**src/rtl/evwin_pkg.sv**
```systemverilog
package evwin_pkg;
    localparam int CTRL_W    = 8;
    localparam int MODE_BIT  = 0;
    localparam int SEL_LSB   = 2;
    localparam int SEL_W     = 3;
    localparam int START_BIT = 5;
    localparam int NTAPS     = 1 << SEL_W;

    typedef enum logic {
        MODE_EVENT  = 1'b0,
        MODE_WINDOW = 1'b1
    } mode_e;

    typedef struct packed {
        logic             start;
        logic [SEL_W-1:0] sel;
        mode_e            mode;
    } ctrl_t;

    function automatic ctrl_t decode_ctrl(input logic [CTRL_W-1:0] v);
        ctrl_t c;
        c.start = v[START_BIT];
        c.sel   = v[SEL_LSB +: SEL_W];
        c.mode  = mode_e'(v[MODE_BIT]);
        return c;
    endfunction
endpackage

```
**src/rtl/evwin_edge.sv**
```systemverilog
module evwin_edge #(
    parameter int STAGES = 2
) (
    input  logic clk,
    input  logic rst,
    input  logic din,
    output logic lvl,
    output logic rise,
    output logic fall
);
    logic [STAGES-1:0] sync_q;
    logic              prev_q;

    always_ff @(posedge clk) begin
        if (rst) begin
            sync_q <= '0;
            prev_q <= 1'b0;
        end else begin
            sync_q <= {sync_q[STAGES-2:0], din};
            prev_q <= sync_q[STAGES-1];
        end
    end

    assign lvl  = sync_q[STAGES-1];
    assign rise = lvl & ~prev_q;
    assign fall = ~lvl & prev_q;
endmodule

```
**src/rtl/evwin_tick.sv**
```systemverilog
module evwin_tick
    import evwin_pkg::*;
(
    input  logic             clk,
    input  logic             rst,
    input  logic [NTAPS-1:0] taps,
    input  logic [SEL_W-1:0] sel,
    output logic             tick
);
    logic tap_now;
    logic tap_q;

    assign tap_now = taps[sel];

    always_ff @(posedge clk) begin
        if (rst) tap_q <= 1'b0;
        else     tap_q <= tap_now;
    end

    assign tick = tap_now & ~tap_q;
endmodule

```
**src/rtl/evwin_count.sv**
```systemverilog
module evwin_count
    import evwin_pkg::*;
#(
    parameter int CNT_W = 16
) (
    input  logic             clk,
    input  logic             rst,
    input  logic             run,
    input  logic             start_clr,
    input  mode_e            mode,
    input  logic             ext_lvl,
    input  logic             ext_rise,
    input  logic             ext_fall,
    input  logic             tick,
    input  logic             low_pwr,
    input  logic [CNT_W-1:0] cmp,
    output logic [CNT_W-1:0] cnt,
    output logic             irq,
    output logic             err
);
    logic [CNT_W-1:0] nxt;
    assign nxt = cnt + {{(CNT_W-1){1'b0}}, 1'b1};

    always_ff @(posedge clk) begin
        if (rst) begin
            cnt <= '0;
            irq <= 1'b0;
            err <= 1'b0;
        end else begin
            irq <= 1'b0;
            if (start_clr) begin
                cnt <= '0;
            end else if (run) begin
                if (mode == MODE_EVENT) begin
                    if (ext_fall && cnt == cmp) begin
                        cnt <= '0;
                        irq <= 1'b1;
                    end else if (ext_rise) begin
                        cnt <= nxt;
                    end
                end else begin
                    if (low_pwr) begin
                        err <= 1'b1;
                    end else if (tick && ext_lvl) begin
                        if (nxt == cmp) begin
                            cnt <= '0;
                            irq <= 1'b1;
                        end else begin
                            cnt <= nxt;
                        end
                    end
                end
            end
        end
    end
endmodule

```
**src/rtl/evwin_timer.sv**
```systemverilog
module evwin_timer
    import evwin_pkg::*;
#(
    parameter int CNT_W     = 16,
    parameter int SYNC_STGS = 2
) (
    input  logic             clk,
    input  logic             rst,
    input  logic             wr_en,
    input  logic             wr_sel,
    input  logic [CNT_W-1:0] wr_data,
    input  logic             ext_in,
    input  logic [NTAPS-1:0] taps,
    input  logic             low_pwr,
    output logic [CNT_W-1:0] cnt_o,
    output logic             irq,
    output logic             err_lowpwr
);
    ctrl_t            ctrl_q;
    ctrl_t            ctrl_new;
    logic [CNT_W-1:0] cmp_q;
    logic             start_clr;
    logic             ext_lvl, ext_rise, ext_fall;
    logic             tick;

    assign ctrl_new  = decode_ctrl(wr_data[CTRL_W-1:0]);
    assign start_clr = wr_en && !wr_sel && ctrl_new.start && !ctrl_q.start;

    always_ff @(posedge clk) begin
        if (rst) begin
            ctrl_q <= '0;
            cmp_q  <= '0;
        end else if (wr_en) begin
            if (wr_sel) cmp_q  <= wr_data;
            else        ctrl_q <= ctrl_new;
        end
    end

    evwin_edge #(.STAGES(SYNC_STGS)) u_edge (
        .clk (clk),
        .rst (rst),
        .din (ext_in),
        .lvl (ext_lvl),
        .rise(ext_rise),
        .fall(ext_fall)
    );

    evwin_tick u_tick (
        .clk (clk),
        .rst (rst),
        .taps(taps),
        .sel (ctrl_q.sel),
        .tick(tick)
    );

    evwin_count #(.CNT_W(CNT_W)) u_count (
        .clk      (clk),
        .rst      (rst),
        .run      (ctrl_q.start),
        .start_clr(start_clr),
        .mode     (ctrl_q.mode),
        .ext_lvl  (ext_lvl),
        .ext_rise (ext_rise),
        .ext_fall (ext_fall),
        .tick     (tick),
        .low_pwr  (low_pwr),
        .cmp      (cmp_q),
        .cnt      (cnt_o),
        .irq      (irq),
        .err      (err_lowpwr)
    );
endmodule

```
**config.mk**
```make
export PLATFORM = sky130hd
export DESIGN_NAME = evwin_timer
export DESIGN_NICKNAME = d
export VERILOG_FILES = /design/src/rtl/evwin_pkg.sv /design/src/rtl/evwin_edge.sv /design/src/rtl/evwin_tick.sv /design/src/rtl/evwin_count.sv /design/src/rtl/evwin_timer.sv
export SDC_FILE = /design/constraint.sdc
export NUM_CORES = 1
export LEC_CHECK = 0
export ABC_AREA = 1
export BUFFER_PORTS_ARGS = -buffer_cell sky130_fd_sc_hd__clkbuf_2
export CAP_MARGIN = 20
export CORE_ASPECT_RATIO = 1.4
export CORE_MARGIN = 1
export CORE_UTILIZATION = 51
export DETAILED_ROUTE_END_ITERATION = 10
export GPL_ROUTABILITY_DRIVEN = 0
export GPL_TIMING_DRIVEN = 1
export PLACE_DENSITY = 0.77
export REMOVE_ABC_BUFFERS = 1
export SLEW_MARGIN = 25
export SYNTH_ARGS = -nofsm -noshare
export SYNTH_HDL_FRONTEND = slang
export SYNTH_HIERARCHICAL = 1
export SYNTH_SLANG_ARGS = --single-unit
```
**constraint.sdc**
```tcl
create_clock -name clk -period 1.9 [get_ports clk]
set_clock_uncertainty 0.15 [all_clocks]
set_input_delay 0.19 -clock clk [delete_from_list [all_inputs] [get_ports clk]]
set_output_delay 0.19 -clock clk [all_outputs]
set_load 0.05 [all_outputs]
```
==> flow_metrics.tcl <==
set metrics [dict create \
    status "finished, violations left" \
    violations "negative setup slack" \
    synth_commonest_cells "nand2_1, inv_1, nor2_1, nand3_1, dfxtp_1" \
    r2r_slack_ns -0.21 \
    use_met3_pct 5.541 \
    clockRootBuffer "clkbuf_8" \
    grt_util_met1_pct 31.57 \
    yosys_warnings 6 \
    grt_use_met2_pct 61.99 \
    yosysTopAreaCell "dfxtp_1" \
    grt_pass1_vias 3240 \
    grt_max_degree 24 \
    core_area_um2 5159 \
    grt.busiest_layer "met2" \
    cts_made_buffers 5 \
    end_kind "register" \
    insertion_delay_ns 0.31 \
    r2r-start "u_count/cnt[4]" \
    hold_depth 3 \
    routed_via_density 5.345 \
    rsz0062_at_grt "true" \
    peakVddDrop_v 0.0005067 \
    maxSlewViolCount 0 \
    grt_pass1_wl_um 14120 \
    finalNetCount 599 \
    pin_count 48 \
    worstPathMaxFanout 15 \
    avgRoutedWirePerCell_um 14.56 \
    p_leak_nw 1.789 \
    fin_ws_ns -0.2139 \
    crit_path_start_kind "register" \
    max_freq_mhz 473.1 \
    drive_gt1_share_pct 31.46 \
    worst_hold_slack_ns 0.003463 \
    min_period_ns 2.114 \
    dr.first_iter.drc_count 194 \
    startpoint "u_count/cnt[4]" \
    netlist_instances 445 \
    clk_path_buf_depth 2 \
    syn_area_per_cell_um2 6.127 \
    dr.pass1.iters 5 \
    dieArea_um2 5647 \
    synth_cell_types 27 \
    wl_um 9246 \
    worst-setup-path-type "reg -> reg" \
    insertedDiodeCount 0 \
    hold_end "cmp_q[0]" \
    overflow 0 \
    period_share_pct 111.3 \
    fp-row-count 31 \
    synth_edf_count 0 \
    antenna_left 0 \
    maxCapViolCount 0 \
    clock_sinks 43 \
    place_hpwl_um 5962 \
    powerDensity_nw_per_um2 500.0 \
    syn_area_um2 2726 \
    hold_viol_final 0 \
    io_buffers 47 \
    cts_tree "yes" \
    reg2reg_to "u_count/cnt[0]" \
    ys_ff_latch 43 \
    setup_tns_ns -2.974 \
    cp.arrival_ns 2.15 \
    worstHoldPathType "in -> reg" \
    num_vias 3394 \
    syn_to_final_growth_pct 45.66 \
    worst_slew_margin_rel_pct 74.55 \
    drc 0 \
    finalSetupViolations 17 \
    async_flop_share_pct 0 \
    start_util_pct 52.85 \
    yosysMostFrequentCell "nand2_1" \
    synth_area_leaders "dfxtp_1, nand2_1, nand3_1, inv_1, nor2_1" \
    die_w_um 63.80 \
    required_ns 1.94 \
    antenna_found_initial 0 \
    path_clk_slew_ns 0.09 \
    ys.flop_type "dfxtp_1" \
    worst_pin_slew_ns 0.3803 \
    min_from "wr_data[0]" \
    htree_levels 2 \
    chipHeight_um 88.51 \
    seq_area_frac_synth_pct 31.57 \
    grt_usage_pct 32.43 \
    fin_util_pct 76.98 \
    synth_top_area_share_pct 31.57 \
    r2r_cells 12 \
]
[flip-flops by register name, summed over array words and instances, names as in the netlist]
| register | count |
|---|---|
| ctrl_q | 5 |
| u_count/irq | 1 |
| u_edge/prev_q | 1 |
| u_count/err | 1 |
| u_edge/sync_q | 2 |
| cmp_q | 16 |
| u_tick/tap_q | 1 |
| u_count/cnt | 16 |
[critical path, cell delays in order, from the launching register on]
cell	delay (ns)
dfxtp_2	0.38
nand2_2	0.14
nor2_4	0.19
nand2_2	0.10
buf_4	0.15
xor2_1	0.13
nand2_1	0.10
nand3_2	0.10
nor2_4	0.14
nand3_2	0.10
buf_12	0.16
nand2_2	0.07
a21oi_1	0.07
[power by group]
| part | internal [mW] | switching (mW) | total (mW) | leakage (nW) |
|---|---|---|---|---|
| registers | 0.923 | 0.0280 | 0.951 | 0.355 |
| clock network | 0.399 | 0.357 | 0.756 | 0.0587 |
| logic | 0.126 | 0.154 | 0.279 | 1.37 |
| total | 1.45 | 0.538 | 1.99 | 1.79 |
[placed cells by master, fill, tap and decap left out, types with 11 or more instances in the layout]
master,instances
dfxtp_1,35
a21oi_1,32
buf_4,58
nand2_2,11
inv_1,56
clkbuf_2,47
nor2_1,45
nand3_1,37
nand2_1,134
dlygate4sd3_1,16
[kinds of logic after synthesis]
group           after synthesis  synth area share (%)
flops                        43                 31.57
simple gates                269                 42.45
xor+xnor                     18                 5.782
fa+ha+maj                     1                0.4589
compound gates               41                 7.894
buf+inv                      73                 11.84
[layer usage]
metal | part of all wire [%] | routed length, um
met1 | 37 | 3403
met2 | 51 | 4743
met3 | 5.4 | 499
met4 | 6.5 | 599
met5 | 0 | 0
[cell type report]
type                    count  area (um^2)
clock buffers               5        68.82
clock inverters             3        47.55
repair buffers            130        949.7
fillers                   362         1187
well taps                  66        82.58
multi-input cells         329         1720
flip-flops and latches     43        880.8
inverters                  59        221.5
[worst max path at each step]
stage,endpoint,depth (start not counted)
floorplan,u_count/cnt[0],14
global placement,u_count/cnt[9],12
detailed placement,u_count/cnt[0],12
CTS,u_count/cnt[4],15
global route,u_count/cnt[0],12
finish,u_count/cnt[0],12
[metrics by stage]
| stage | area [um^2] | std cells | power (mW) | worst slack [ns] |
|---|---|---|---|---|
| global route | 3971 | 635 | 2.058 | -0.3205 |
| global placement | 3418 | 604 | 1.190 | -0.1515 |
| CTS | 3857 | 631 | 1.971 | -0.1111 |
| floorplan | 2625 | 431 | 1.090 | -0.6169 |
| detailed placement | 3418 | 604 | 1.198 | -0.2363 |
| finish | 3971 | 635 | 1.986 | -0.2139 |
[timing repair]
item	CTS	global route
pin swaps	10	12
cloned	0	0
setup buffers	6	3
hold buffers	14	2
hold endpoints to repair	14	2
setup endpoints to repair	17	17
gates resized for setup	39	23
Power figures use the tool's default switching activity.
